## config.mk

```make
export PLATFORM = sky130hd
export DESIGN_NAME = int_alu
export DESIGN_NICKNAME = d
export VERILOG_FILES = /design/src/rtl/alu_pkg.sv /design/src/rtl/alu_addsub.sv /design/src/rtl/alu_logic.sv /design/src/rtl/int_alu.sv
export SDC_FILE = /design/constraint.sdc
export NUM_CORES = 1
export LEC_CHECK = 0
export BUFFER_PORTS_ARGS = -buffer_cell sky130_fd_sc_hd__buf_4
export CORE_UTILIZATION = 59
export DETAILED_ROUTE_END_ITERATION = 8
export GPL_TIMING_DRIVEN = 1
export MAX_ROUTING_LAYER = met4
export PLACE_DENSITY = 0.85
export SLEW_MARGIN = 20
export SYNTH_ARGS = -nofsm -noshare
export SYNTH_HDL_FRONTEND = slang
export SYNTH_HIERARCHICAL = 1
export SYNTH_SLANG_ARGS = --single-unit
```

## constraint.sdc

```tcl
create_clock -name vclk -period 5.4
set_input_delay 0.27 -clock vclk [all_inputs]
set_output_delay 0.27 -clock vclk [all_outputs]
set_load 0.03 [all_outputs]
```

## src/rtl/alu_pkg.sv

```systemverilog
package alu_pkg;
  typedef enum logic [3:0] {
    OP_AND  = 4'b0000,
    OP_OR   = 4'b0001,
    OP_ADD  = 4'b0010,
    OP_SUB  = 4'b0110,
    OP_SLT  = 4'b0111,
    OP_SLTU = 4'b1000,
    OP_NOR  = 4'b1100,
    OP_XOR  = 4'b1101
  } alu_op_e;

  function automatic logic uses_subtract(input logic [3:0] op);
    return (op == OP_SUB) || (op == OP_SLT) || (op == OP_SLTU);
  endfunction
endpackage

```

## src/rtl/alu_addsub.sv

```systemverilog
module alu_addsub #(
  parameter int WIDTH = 32
) (
  input  logic [WIDTH-1:0] a_i,
  input  logic [WIDTH-1:0] b_i,
  input  logic             sub_i,
  output logic [WIDTH-1:0] sum_o,
  output logic             carry_out_o,
  output logic             ovf_o
);
  localparam int LOW_W = WIDTH - 1;

  logic [WIDTH-1:0] b_eff;
  logic [LOW_W-1:0] low_sum;
  logic             carry_msb_in;
  logic             msb_sum;

  assign b_eff = sub_i ? ~b_i : b_i;
  assign {carry_msb_in, low_sum} = {1'b0, a_i[LOW_W-1:0]} + {1'b0, b_eff[LOW_W-1:0]}
                                   + {{LOW_W{1'b0}}, sub_i};
  assign {carry_out_o, msb_sum}  = {1'b0, a_i[WIDTH-1]} + {1'b0, b_eff[WIDTH-1]}
                                   + {1'b0, carry_msb_in};
  assign sum_o = {msb_sum, low_sum};
  // signed overflow from the two carries around the top bit
  assign ovf_o = carry_msb_in ^ carry_out_o;

  always_comb begin
    // carry chain agrees with a native difference
    p_sub_value_r2: assert (!sub_i || sum_o == a_i - b_i)
      else $error("p_sub_value_r2");
    // carry chain agrees with a native sum
    p_add_value_r1: assert (sub_i || sum_o == a_i + b_i)
      else $error("p_add_value_r1");
    // overflow only when operand signs match after inversion and the result sign flips
    p_ovf_sign_r3: assert (!ovf_o ||
                           (a_i[WIDTH-1] == b_eff[WIDTH-1] && sum_o[WIDTH-1] != a_i[WIDTH-1]))
      else $error("p_ovf_sign_r3");
  end
endmodule

```

## src/rtl/alu_logic.sv

```systemverilog
module alu_logic #(
  parameter int WIDTH = 32
) (
  input  logic [WIDTH-1:0] a_i,
  input  logic [WIDTH-1:0] b_i,
  output logic [WIDTH-1:0] and_o,
  output logic [WIDTH-1:0] or_o,
  output logic [WIDTH-1:0] xor_o,
  output logic [WIDTH-1:0] nor_o
);
  assign and_o = a_i & b_i;
  assign or_o  = a_i | b_i;
  assign xor_o = a_i ^ b_i;
  assign nor_o = ~or_o;
endmodule

```

## src/rtl/int_alu.sv

```systemverilog
module int_alu
  import alu_pkg::*;
#(
  parameter int WIDTH  = 32,
  parameter int OP_W   = 4
) (
  input  logic [WIDTH-1:0] a_i,
  input  logic [WIDTH-1:0] b_i,
  input  logic [OP_W-1:0]  op_i,
  input  logic             check_ovf_i,
  output logic [WIDTH-1:0] result_o,
  output logic             zero_o,
  output logic             ovf_o
);
  logic [WIDTH-1:0] sum;
  logic             carry_out;
  logic             ovf_raw;
  logic [WIDTH-1:0] and_r, or_r, xor_r, nor_r;
  logic             lt_signed, lt_unsigned;
  logic             arith_op;

  alu_addsub #(.WIDTH(WIDTH)) u_addsub (
    .a_i        (a_i),
    .b_i        (b_i),
    .sub_i      (uses_subtract(op_i)),
    .sum_o      (sum),
    .carry_out_o(carry_out),
    .ovf_o      (ovf_raw)
  );

  alu_logic #(.WIDTH(WIDTH)) u_logic (
    .a_i  (a_i),
    .b_i  (b_i),
    .and_o(and_r),
    .or_o (or_r),
    .xor_o(xor_r),
    .nor_o(nor_r)
  );

  // sign corrected by overflow; unsigned borrow is the missing carry
  assign lt_signed   = sum[WIDTH-1] ^ ovf_raw;
  assign lt_unsigned = ~carry_out;

  always_comb begin
    case (op_i)
      OP_AND:  result_o = and_r;
      OP_OR:   result_o = or_r;
      OP_XOR:  result_o = xor_r;
      OP_NOR:  result_o = nor_r;
      OP_ADD,
      OP_SUB:  result_o = sum;
      OP_SLT:  result_o = {{(WIDTH-1){1'b0}}, lt_signed};
      OP_SLTU: result_o = {{(WIDTH-1){1'b0}}, lt_unsigned};
      default: result_o = '0;
    endcase
  end

  assign arith_op = (op_i == OP_ADD) || (op_i == OP_SUB);
  assign zero_o   = ~|result_o;
  assign ovf_o    = check_ovf_i & arith_op & ovf_raw;

  always_comb begin
    p_ovf_gate_r3: assert (check_ovf_i || !ovf_o) else $error("p_ovf_gate_r3");
    p_no_ovf_r4: assert (arith_op || !ovf_o) else $error("p_no_ovf_r4");
    p_slt_upper_r6: assert (op_i != OP_SLT || result_o[WIDTH-1:1] == '0)
      else $error("p_slt_upper_r6");
    p_slt_value_r6: assert (op_i != OP_SLT || result_o[0] == ($signed(a_i) < $signed(b_i)))
      else $error("p_slt_value_r6");
    p_sltu_value_r7: assert (op_i != OP_SLTU || result_o == {{(WIDTH-1){1'b0}}, a_i < b_i})
      else $error("p_sltu_value_r7");
    p_eq_zero_r10: assert (op_i != OP_SUB || zero_o == (a_i == b_i))
      else $error("p_eq_zero_r10");
  end
endmodule

```

==> flow_summary.json <==
{
  "outcome": "complete, no violations",
  "layout.cell_area.non_filler_sq_um": 6160,
  "worstMarginPinSlew_ps": 816,
  "slowest_stage": "sky130_fd_sc_hd__fa_1",
  "yosysTopAreaCellShare_pct": 30.3,
  "grt_pass1_wl_mm": 25.1,
  "max_slew_margin_pct": 45.6,
  "crit_chain": "buf_4 > nor2_1 > nand2_1 > o2bb2ai_4 > buf_12 > xor2_1 > ha_1 > a211oi_1 > nor2_1 > o41ai_2 > o32ai_2 > o21ai_2 > o21ai_2 > fa_1 > xor2_2 > xor2_1 > nand4_1 > nand4_1 > nor4_2 > nand4b_1 > nor4_4 > buf_4",
  "ratio_of_cells_with_drive_above_1_in_the_final_layout_pct": 19.6,
  "postRouteWirelength_mm": 16.5,
  "critical_path_rt_ps": 5130,
  "multiInputGateArea_sq_um": 4660,
  "setup.worst_path.start_class": "input pin",
  "synth.net_count": 926,
  "setup_viol": 0,
  "criticalPathCategory": "input pin to output pin",
  "period_minus_slack_ps": 5130,
  "top_cells_by_area_in_the_synthesized_netlist": "sky130_fd_sc_hd__ha_1 30%, sky130_fd_sc_hd__inv_1 7.9%, sky130_fd_sc_hd__xor2_1 7.4%, sky130_fd_sc_hd__a22oi_1 5.3%, sky130_fd_sc_hd__o21ai_0 3.9%",
  "num-fill-cells": 663,
  "chipWidth_microns": 95.9,
  "ir_drop_v": 0.0000774,
  "floorplan.initialDensity_pct": 62.0,
  "regArea_sq_um": 0,
  "num_vias": 5590,
  "synth_adder_area_share_pct": 31.1,
  "grt_max_degree": 48,
  "cp_max_fo": 10,
  "die_height_microns": 95.9,
  "finalHoldWorstSlack_ps": 909,
  "post-route-period-util_pct": 95.0,
  "setup_ws_ps": 269,
  "synth_xor_xnor_area_share_pct": 10.3,
  "netlist-cell-type-count": 68,
  "core_region_area_sq_um": 8380,
  "final.setup.tns_ps": 0,
  "cp-end-kind": "output pin",
  "synth.largest_area_cell": "sky130_fd_sc_hd__ha_1",
  "cap_violations": 0,
  "synth-simple-area-share_pct": 18.9,
  "top_level_ports": 103,
  "drt_pre_antenna_iters": 7,
  "n_sequential_cell": 0,
  "synth-compound-area-share_pct": 26.7,
  "post_dp_cell_area_sq_um": 6090,
  "largest_family_of_logic_cells_by_synthesized_area": "adder cells",
  "core.rowCount": 33,
  "leakagePower_uw": 0.00319,
  "grt_util_all_layers_pct": 35.6,
  "clockBufferCount": 0,
  "drt_drc_violations_left": 0,
  "fmax_ghz": 0.195,
  "timing_max_transition_violations_final": 0,
  "placement.io_buffers": 103,
  "share_of_the_yosys_chip_area_belonging_to_registers_pct": 0,
  "count_of_antenna_diodes_in_the_layout": 0,
  "preCtsSetupSlack_ps": 296,
  "final_hold_viol_count": 0,
  "routed_wire_length_per_instance_microns": 18.0,
  "first_global_vias": 5109,
  "cp_data_arrival_time_ps": 4860,
  "detailedPlacementHpwl_mm": 13.1,
  "yosysWarnings": 6,
  "post_synth.cell_area_avg_sq_um": 7.13,
  "globalRoute.totalOverflow": 0,
  "path_buf_inv": 3,
  "utilization_pct": 73.5,
  "yosys-mux-area-fraction_pct": 1.35,
  "layout_overhead_on_the_synthesized_area_pct": 18.5,
  "synthesis.area_sq_um": 5200,
  "cpLargestDelayFamily": "compound AO/OA/AOI/OAI gates",
  "synthCells": 729,
  "vias_per_cell": 6.10,
  "pwr_density_cell_nw_per_um2": 132,
  "layout.nets": 1010,
  "finalWeightedCongestion": 0.980,
  "most_common_cell_in_the_synthesized_netlist": "sky130_fd_sc_hd__ha_1",
  "ant_nets": 0,
  "hold_path_class": "input pin to output pin",
  "slowest_delay_ps": 460,
  "initialDrtViolationCount": 410,
  "die_outline_area_sq_um": 9190,
  "grt_antenna_before_repair": 0,
  "synth.top_cells.by_count": "126 x sky130_fd_sc_hd__ha_1, 109 x sky130_fd_sc_hd__inv_1, 51 x sky130_fd_sc_hd__nand2_1"
}
## metal layers
layer,wire [microns],GRT usage [%]
met1,7880,48.9
met2,7340,57.8
met3,1140,2.45
met4,147,5.97
met5,0,-
## timing repair
action / 4_1_cts / 5_1_grt
hold buffers: 0 / 0
buffers inserted: 0 / 2
endpoints found under the setup margin: 0 / 1
endpoints found under the hold margin: 0 / 0
gates resized for setup: 0 / 8
## through the flow
step,std cells,power [uW]
floorplan,729,531
finish,916,812
CTS,913,780
global placement,913,763
detailed placement,913,774
global route,916,877
## cells by family after synthesis
family / Yosys count
xor+xnor: 61
buf+inv: 151
fa+ha+maj: 128
simple gates: 181
compound gates: 202
mux: 6
## layout by cell type (no fill, tap or decap), drive strengths merged, types with 7 or more instances in the layout
| cell | n |
|---|---|
| ha | 126 |
| buf | 123 |
| inv | 109 |
| nand2 | 51 |
| o21ai | 46 |
| xor2 | 44 |
| a22oi | 38 |
| a21oi | 35 |
| nor2 | 25 |
| nor3b | 22 |
| o211ai | 20 |
| xnor2 | 17 |
| and2 | 17 |
| and3 | 12 |
| a21o | 11 |
| nand3 | 11 |
| nand4 | 10 |
| o22ai | 7 |
## final cells by class
cell class,instances,share of cell area [%]
Multi-Input combinational cell,578,75.6
Timing Repair Buffer,124,15.7
Inverter,109,6.64
Tap cell,105,2.13
## report_power, final
group,internal [uW],switching [uW]
clock network,0,0
logic,331,482
registers,0,0
total,331,482
## final timing paths
path | from | end | slack [ps] | cells past startpoint
worst max-delay path | op_i[1] | zero_o | 270 | 22
worst min-delay path | check_ovf_i | ovf_o | 910 | 3
No activity file was read; power rests on OpenSTA's default activity.
